--- src/rtl/mstage_pkg.sv ---
package mstage_pkg;

   typedef enum logic [1:0] {
      K_PASS  = 2'd0,
      K_LOAD  = 2'd1,
      K_STORE = 2'd2
   } kind_e;

   function automatic logic is_mem(input kind_e k);
      return (k == K_LOAD) || (k == K_STORE);
   endfunction

endpackage

--- src/rtl/mstage_decode.sv ---
module mstage_decode
   import mstage_pkg::*;
#(
   parameter int OP_W       = 4,
   parameter int LOAD_CODE  = 1,
   parameter int STORE_CODE = 2
) (
   input  logic [OP_W-1:0] op,
   output kind_e           kind
);

   localparam logic [OP_W-1:0] LD = OP_W'(LOAD_CODE);
   localparam logic [OP_W-1:0] ST = OP_W'(STORE_CODE);

   generate
      if (LOAD_CODE == STORE_CODE) begin : g_bad_codes
         $error("mstage_decode: load and store codes must differ");
      end
      if (LOAD_CODE >= (1 << OP_W) || STORE_CODE >= (1 << OP_W)) begin : g_bad_width
         $error("mstage_decode: opcode does not fit OP_W");
      end
   endgenerate

   always_comb begin
      if (op == LD)      kind = K_LOAD;
      else if (op == ST) kind = K_STORE;
      else               kind = K_PASS;
   end

endmodule

--- src/rtl/mstage_slot.sv ---
module mstage_slot
   import mstage_pkg::*;
#(
   parameter int DW       = 32,
   parameter int OP_W     = 4,
   parameter int NOP_CODE = 0
) (
   input  logic            clk,
   input  logic            rst_n,
   input  logic            take,
   input  logic            leave,
   input  logic            squash,
   input  logic            mem_done,
   input  logic [OP_W-1:0] in_op,
   input  logic [DW-1:0]   in_a,
   input  logic [DW-1:0]   in_b,
   input  kind_e           in_kind,
   input  logic [DW-1:0]   rdata,
   output logic            vld,
   output logic            done,
   output kind_e           kind,
   output logic [OP_W-1:0] op,
   output logic [DW-1:0]   a,
   output logic [DW-1:0]   b
);

   localparam logic [OP_W-1:0] NOP_V = OP_W'(NOP_CODE);

   always_ff @(posedge clk) begin
      if (!rst_n) begin
         vld  <= 1'b0;
         done <= 1'b0;
         kind <= K_PASS;
         op   <= NOP_V;
         a    <= '0;
         b    <= '0;
      end else if (take) begin
         vld  <= 1'b1;
         done <= !is_mem(in_kind);
         kind <= in_kind;
         op   <= in_op;
         a    <= in_a;
         b    <= in_b;
      end else if (leave) begin
         vld  <= 1'b0;
      end else if (vld && squash) begin
         op   <= NOP_V;
         kind <= K_PASS;
         done <= 1'b1;
      end else if (mem_done) begin
         done <= 1'b1;
         if (kind == K_LOAD) b <= rdata;
      end
   end

endmodule

--- src/rtl/mstage_memport.sv ---
module mstage_memport
   import mstage_pkg::*;
#(
   parameter int DW     = 32,
   parameter int ADDR_W = 32
) (
   input  logic              active,
   input  kind_e             kind,
   input  logic [DW-1:0]     a,
   input  logic [DW-1:0]     b,
   input  logic              mem_ok,
   output logic              mem_req,
   output logic              mem_we,
   output logic [ADDR_W-1:0] mem_addr,
   output logic [DW-1:0]     mem_wdata,
   output logic              mem_done,
   output logic              refused
);

   logic [DW-1:0] full_addr;

   assign full_addr = (kind == K_STORE) ? b : a;
   assign mem_req   = active && is_mem(kind);
   assign mem_we    = mem_req && (kind == K_STORE);
   assign mem_wdata = a;
   assign mem_done  = mem_req && mem_ok;
   assign refused   = mem_req && !mem_ok;

   generate
      if (ADDR_W > DW) begin : g_bad
         $error("mstage_memport: ADDR_W wider than DW");
      end else if (ADDR_W == DW) begin : g_full
         assign mem_addr = full_addr;
      end else begin : g_trunc
         assign mem_addr = full_addr[ADDR_W-1:0];
      end
   endgenerate

endmodule

--- src/rtl/mstage_top.sv ---
module mstage_top
   import mstage_pkg::*;
#(
   parameter int DW         = 32,
   parameter int ADDR_W     = 32,
   parameter int OP_W       = 4,
   parameter int NOP_CODE   = 0,
   parameter int LOAD_CODE  = 1,
   parameter int STORE_CODE = 2
) (
   input  logic              clk,
   input  logic              rst_n,
   input  logic              squash_i,
   input  logic              in_valid,
   output logic              in_ready,
   input  logic [OP_W-1:0]   in_op,
   input  logic [DW-1:0]     in_opa,
   input  logic [DW-1:0]     in_opb,
   output logic              mem_req,
   output logic              mem_we,
   output logic [ADDR_W-1:0] mem_addr,
   output logic [DW-1:0]     mem_wdata,
   input  logic              mem_ok,
   input  logic [DW-1:0]     mem_rdata,
   output logic              out_valid,
   input  logic              out_ready,
   output logic [OP_W-1:0]   out_op,
   output logic [DW-1:0]     out_opa,
   output logic [DW-1:0]     out_opb,
   output logic              stalled
);

   localparam logic [OP_W-1:0] NOP_V = OP_W'(NOP_CODE);

   generate
      if (NOP_CODE == LOAD_CODE || NOP_CODE == STORE_CODE) begin : g_bad_nop
         $error("mstage_top: no-operation code collides with a memory code");
      end
   endgenerate

   kind_e in_kind, kind;
   logic  vld, done, take, leave, mem_done, active;

   mstage_decode #(.OP_W(OP_W), .LOAD_CODE(LOAD_CODE), .STORE_CODE(STORE_CODE)) u_dec (
      .op   (in_op),
      .kind (in_kind)
   );

   assign out_valid = vld && done && !squash_i;
   assign leave     = out_valid && out_ready;
   assign in_ready  = !squash_i && (!vld || leave);
   assign take      = in_valid && in_ready;
   assign active    = vld && !done && !squash_i;

   mstage_slot #(.DW(DW), .OP_W(OP_W), .NOP_CODE(NOP_CODE)) u_slot (
      .clk      (clk),
      .rst_n    (rst_n),
      .take     (take),
      .leave    (leave),
      .squash   (squash_i),
      .mem_done (mem_done),
      .in_op    (in_op),
      .in_a     (in_opa),
      .in_b     (in_opb),
      .in_kind  (in_kind),
      .rdata    (mem_rdata),
      .vld      (vld),
      .done     (done),
      .kind     (kind),
      .op       (out_op),
      .a        (out_opa),
      .b        (out_opb)
   );

   mstage_memport #(.DW(DW), .ADDR_W(ADDR_W)) u_mem (
      .active    (active),
      .kind      (kind),
      .a         (out_opa),
      .b         (out_opb),
      .mem_ok    (mem_ok),
      .mem_req   (mem_req),
      .mem_we    (mem_we),
      .mem_addr  (mem_addr),
      .mem_wdata (mem_wdata),
      .mem_done  (mem_done),
      .refused   (stalled)
   );

   AST_RETRY_SAME: assert property (@(posedge clk) disable iff (!rst_n)
      (mem_req && !mem_ok && !squash_i) |=> squash_i ||
      (mem_req && $stable(mem_addr) && $stable(mem_wdata) && $stable(mem_we)));

   AST_STALL_HIDDEN: assert property (@(posedge clk) disable iff (!rst_n)
      stalled |-> !out_valid);

   AST_OUT_HOLD: assert property (@(posedge clk) disable iff (!rst_n)
      (out_valid && !out_ready && !squash_i) |=> squash_i ||
      (out_valid && $stable(out_op) && $stable(out_opa) && $stable(out_opb)));

   AST_PASS_NO_MEM: assert property (@(posedge clk) disable iff (!rst_n)
      out_valid |-> !mem_req);

   AST_SQUASH_NOP: assert property (@(posedge clk) disable iff (!rst_n)
      (squash_i && vld && !$past(squash_i)) |=> (out_op == NOP_V) && !mem_req);

   AST_SQUASH_DROP: assert property (@(posedge clk) disable iff (!rst_n)
      squash_i |-> !mem_req && !out_valid);

endmodule

--- config.mk ---
export PLATFORM = sky130hd
export DESIGN_NAME = mstage_top
export DESIGN_NICKNAME = d
export VERILOG_FILES = /design/src/rtl/mstage_pkg.sv /design/src/rtl/mstage_decode.sv /design/src/rtl/mstage_slot.sv /design/src/rtl/mstage_memport.sv /design/src/rtl/mstage_top.sv
export SDC_FILE = /design/constraint.sdc
export NUM_CORES = 1
export LEC_CHECK = 0
export CORE_MARGIN = 10
export CORE_UTILIZATION = 25
export CTS_CLUSTER_DIAMETER = 150
export DETAILED_ROUTE_END_ITERATION = 8
export GPL_TIMING_DRIVEN = 1
export PLACE_DENSITY_LB_ADDON = 0.1
export RECOVER_POWER = 25
export SYNTH_ARGS = -nofsm -noshare
export SYNTH_HDL_FRONTEND = slang
export SYNTH_HIERARCHICAL = 1
export SYNTH_SLANG_ARGS = --single-unit
--- constraint.sdc ---
create_clock -name clk -period 1.84 [get_ports clk]
set_input_delay 0.276 -clock clk [delete_from_list [all_inputs] [get_ports clk]]
set_output_delay 0.276 -clock clk [all_outputs]
set_load 0.1 [all_outputs]
Yosys cells after proc, flatten, opt, wreduce, memory -nomap -nowiden
Cells that the tools add are included.
{"block": "word_totals", "ff_bits": 72, "in_bits": 106, "output_inout_bits": 137, "word_cells": 62}
{"block": "classes", "n_eq_ne": 8, "muxes": 20, "reduce_logical": 28}
{"operator": "32-bit 2-to-1 mux", "n": 6}
{"operator": "1-bit logical AND", "n": 12}
{"operator": "4-bit 2-to-1 mux", "n": 3}
{"operator": "2-bit 2-to-1 mux", "n": 5}
{"operator": "2-bit nonzero test", "n": 4}
{"operator": "1-bit 2-to-1 mux", "n": 6}
{"operator": "1-bit logical NOT", "n": 5}
{"operator": "2-bit by 1-bit == test with 1-bit output, second input constant", "n": 2}
{"operator": "2-bit == test, second input constant", "n": 2}
{"operator": "4-bit by 1-bit == test with 1-bit output, second input constant", "n": 1}
{"operator": "4-bit by 2-bit == test with 1-bit output, second input constant", "n": 1}
{"operator": "2-bit inequality test, second input constant", "n": 2}
{"operator": "2-bit AND reduction", "n": 2}
{"operator": "4-bit AND reduction", "n": 1}
{"operator": "1-bit logical OR", "n": 3}
{"operator": "3-bit nonzero test", "n": 1}

Depth between registers and ports, before layout
Gate-level depths: netlist of run 1.
{"block": "logic_depth", "ltp_word": 9, "depth_mapped": 8, "depth_no_buf": 6}

Cells and area by module
Netlist of run 1, hierarchy kept.
{"mod": "mstage_slot", "n_inst": 1, "cells_per_inst": 331, "area_each_um2": 3211.8, "seq_area_each_um2": 1441.4}
{"mod": "mstage_memport", "n_inst": 1, "cells_per_inst": 74, "area_each_um2": 828.3, "seq_area_each_um2": 0.0}
{"mod": "mstage_top", "n_inst": 1, "cells_per_inst": 6, "area_each_um2": 41.3, "seq_area_each_um2": 0.0}
{"mod": "mstage_decode", "n_inst": 1, "cells_per_inst": 2, "area_each_um2": 17.5, "seq_area_each_um2": 0.0}

Worst setup path before layout of run 1
No wires, ideal clock.
{"block": "synth_timing", "path_kind": "reg-to-output", "startpoint": "register u_slot.vld", "endpoint": "output stalled", "t_arrival_ns": 2.936, "required_ns": 1.564, "setup_slack_ns": -1.372, "path_stages_with_launch": 3, "path_buffers": 0, "cell_sequence": "dfxtp_1 -> nor3b_1 -> nor3b_1"}
{"block": "synth_via", "elab_chain_cells": 4}
{"element": "from (decl)", "line_no": "mstage_slot.sv:19", "source": "output logic vld,"}
{"element": "from (signal assigned)", "line_no": "mstage_slot.sv:31", "source": "vld <= 1'b0;"}
{"element": "from (signal assigned)", "line_no": "mstage_slot.sv:38", "source": "vld <= 1'b1;"}
{"element": "from (signal assigned)", "line_no": "mstage_slot.sv:45", "source": "vld <= 1'b0;"}
{"element": "1-bit logical AND (2 in series)", "line_no": "mstage_top.sv:53", "source": "assign active = vld && !done && !squash_i;"}
{"element": "net active", "line_no": "mstage_top.sv:42", "source": "logic vld, done, take, leave, mem_done, active;"}
{"element": "1-bit logical AND", "line_no": "mstage_memport.sv:23", "source": "assign mem_req = active && is_mem(kind);"}
{"element": "1-bit logical AND", "line_no": "mstage_memport.sv:27", "source": "assign refused = mem_req && !mem_ok;"}
{"element": "to (decl)", "line_no": "mstage_top.sv:30", "source": "output logic stalled"}
The timed path passes the listed nets, and every way through them passes these cells.

Worst setup path after layout of run 1
{"block": "layout_timing", "startpoint": "register u_slot.kind[0]", "endpoint": "output mem_addr[16]"}
{"block": "layout_via", "elab_chain_cells": 2}
{"element": "from (decl)", "line_no": "mstage_slot.sv:21", "source": "output kind_e kind,"}
{"element": "from (signal assigned)", "line_no": "mstage_slot.sv:40", "source": "kind <= in_kind;"}
{"element": "2-bit == test", "line_no": "mstage_memport.sv:22", "source": "assign full_addr = (kind == K_STORE) ? b : a;"}
{"element": "32-bit 2-to-1 mux", "line_no": "mstage_memport.sv:22"}
{"element": "to (decl)", "line_no": "mstage_top.sv:21", "source": "output logic [ADDR_W-1:0] mem_addr,"}
No other way between the ends.

==> results.yml, run 1 <==
sta:
  final-setup-viol-count: 32
  max_freq_mhz: 519
  min_period_ps: 1930
  relSlewSlack_pct: 62.3
  rsz0062_at_grt: "yes"
  drv_slew: 0
  hold_violations: 0
  fin_setup_tns_ps: -2200
  finClkSkew_ps: 6.31
  setup_ws_ps: -87.8
  worst_pin_slew_ps: 567
  fin_crit_sh_pct: 105
run_status:
  status: "complete, but fails checks"
  violations: "setup timing"
global_routing:
  grt.met3_usage_pct: 5.77
  grt_pass1_wl_um: 25200
  gr-max-usage-layer: "met2"
  grtUsageTotal_pct: 14.5
  grt_pass1_vias: 4155
  grt_max_degree: 73
  grt_remaining_overflow: 0
  antenna_found_initial: 1
  use_met2_pct: 24.2
  met1_usage_pct: 16.7
yosys:
  syn_nets: 520
  async_flop_share_pct: 0
  synth_area_um2: 4100
  ys_seq_area_share_pct: 35.2
  ys_ff_latch: 72
  synth_cells: 413
  avgSynthCellArea_um2: 9.92
  ys.flop_type: "dfxtp_1"
  synth_warnings: 6
  synth-edff-count: 0
  synth_cell_type_count: 37
floorplan:
  die-area_um2: 21900
  num_rows: 46
  pin_count: 243
  die_w_um: 148
  coreArea_um2: 16000
  initial_core_util_pct: 25.6
  die_y_um: 148
placement:
  numPortBuffers: 242
  place_hpwl_um: 12800
  gp_congestion: 0.754
  place_inst: 836
critical_path:
  path_class: "reg -> out"
  path_max_fanout: 5
  critical_path.cell_chain: "inv_2, ha_4, buf_4, buf_16, mux2_4, buf_12"
  required_ps: 1560
  cp_top_family: "buffers and inverters"
  critPathBufInv: 4
  start_kind: "register"
  arrival_ps: 1650
  cpPeakStageDelay_ps: 330
  crit_path_end_kind: "output port"
  slowest_stage: "dfxtp_2"
clocking:
  cts_buffers: 9
  clock-root-buffer: "clkbuf_16"
  cts_hold_buffers: 0
  clock_latency_ps: 330
  clk_pin_slew_ps: 60
  cts_buffer_depth: 2
  cts_tree: "yes"
  cts_num_sinks: 72
  htreeDepth: 3
power_and_ir_drop:
  power_density_nw_per_um2: 805
  ir_drop_v: 0.000501
  fin_total_pwr_mw: 5.80
  power_leakage_nw: 2.85
route:
  drt-initial-drc-count: 100
  wl_per_cell_um: 19.5
  drtPass1Iterations: 4
  drc_errors: 0
  postRouteAntennaNets: 0
  viasPerCell: 4.65
  via_count: 4004
  drt_wl_total_um: 16800
layout:
  drive_above_1_share_pct: 39.5
  layout.nets: 747
  syn_to_final_growth_pct: 75.8
  fillerInstances: 1579
  finalNonFillerCells: 862
run:
  drv_cap: 0
hold_path:
  hp-class: "in -> reg"
[registers in the layout, summed over array words and instances, names as in the netlist]
| signal | count |
|---|---|
| u_slot/a | 32 |
| u_slot/b | 32 |
| u_slot/op | 4 |
| u_slot/vld | 1 |
| u_slot/done | 1 |
| u_slot/kind | 2 |
[kinds of logic (layout without fill, tap and decap cells)]
logic type	after synthesis	in the layout	synth area share, %
compound gates	139	139	21.7
xor+xnor	1	1	0.214
fa+ha+maj	1	1	0.305
buf+inv	75	307	13.6
flops	72	72	35.2
mux	64	64	19.3
other cells	0	1	0
simple gates	61	61	9.77
[per-stage QoR]
step	setup WS [ps]	utilization (%)	hold slack (ps)	instance area (um^2)
6_report	-87.8	45.0	443	7200
5_1_grt	-151	45.0	454	7200
4_1_cts	-116	45.9	453	7350
3_5_place_dp	-417	42.9	479	6860
3_3_place_gp	-345	42.9	468	6860
2_1_floorplan	-72.5	-	432	4130
[synth_stat cells, types with 6 or more instances]
cell type / number / area share (%)
dfxtp_1: 72 / 35
o21ai_0: 45 / 5.5
buf_4: 35 / 6.4
nor2b_1: 33 / 5.0
mux2i_1: 32 / 7.8
a21oi_1: 31 / 3.8
mux2_4: 29 / 11
a41oi_1: 27 / 5.8
o21ai_1: 20 / 2.4
buf_2: 14 / 1.7
clkbuf_1: 11 / 1.0
a21boi_0: 8 / 1.5
nand2_1: 6 / 0.55
nand3_1: 6 / 0.73
[cell usage in the layout (no fill, tap or decap), drive strengths merged]
cell type / n
nand2: 6
xnor2: 1
mux2i: 32
buf: 143
nor2: 2
o21ai: 65
nor3b: 3
diode: 1
a21oi: 33
nor2b: 34
nand4bb: 1
inv: 2
nand2b: 1
a21boi: 8
clkinv: 2
nand3b: 1
ha: 1
bufinv: 1
nor4b: 2
dfxtp: 72
nand3: 6
a41oi: 32
and2: 2
clkdlybuf4s50: 104
clkbuf: 55
mux2: 32
and3b: 3
a31oi: 1
[timing repair]
action / in CTS / in global routing
buffers inserted: 5 / 2
endpoints found under the setup margin: 86 / 60
pin swaps: 1 / 3
gates cloned: 3 / 0
resized for setup: 16 / 3
[report_power, final]
part	total, mW	internal [mW]	switching, mW
logic	2.25	0.705	1.54
registers	1.74	1.66	0.0871
clock network	1.81	1.12	0.684
total	5.80	3.48	2.31
[area by class of cell]
cell class	count	area [um^2]	share of cell area [%]
clock inverter	3	40.0	0.556
sequential	72	1450	20.1
inverter	2	7.51	0.104
multi-input combinational	266	2170	30.1
clock buffer	13	260	3.61
antenna	1	2.50	0.0347
tap	216	270	3.75
timing repair buffer	289	3010	41.8
[worst paths after layout]
kind / from / end / slack, ps / cells after the start
worst min-delay path: rst_n / u_slot/b[0]$_SDFFE_PN0P_ / 440 / 4
worst max register to register: u_slot/kind[0]$_SDFFE_PN0P_ / u_slot/b[26]$_SDFFE_PN0P_ / 120 / 7
worst min register to register: u_slot/b[31]$_SDFFE_PN0P_ / u_slot/b[31]$_SDFFE_PN0P_ / 490 / 2
worst max-delay path: u_slot/kind[0]$_SDFFE_PN0P_ / mem_addr[16] / -90 / 6
[tightest hold or removal path, cell delays in order]
cell and delay, ps:
buf_2 110, buf_12 180, o21ai_0 110, a21oi_1 50
[layer usage]
| layer | up-vias | routed length, um |
|---|---|---|
| met5 | - | 0 |
| met4 | 0 | 231 |
| met1 | 1905 | 6990 |
| li1 | 1924 | - |
| met3 | 12 | 1480 |
| met2 | 163 | 8140 |
(Power assumes the default switching activity.)
==> inputs of run 2 (changes only) <==
--- a/config.mk
+++ b/config.mk
@@ -7,7 +7,6 @@
 export LEC_CHECK = 0
 export CORE_MARGIN = 10
 export CORE_UTILIZATION = 25
-export CTS_CLUSTER_DIAMETER = 150
 export DETAILED_ROUTE_END_ITERATION = 8
 export GPL_TIMING_DRIVEN = 1
 export PLACE_DENSITY_LB_ADDON = 0.1
==> results of run 2 <==
The final DEF is identical to that of run 1; final timing and power are the same.
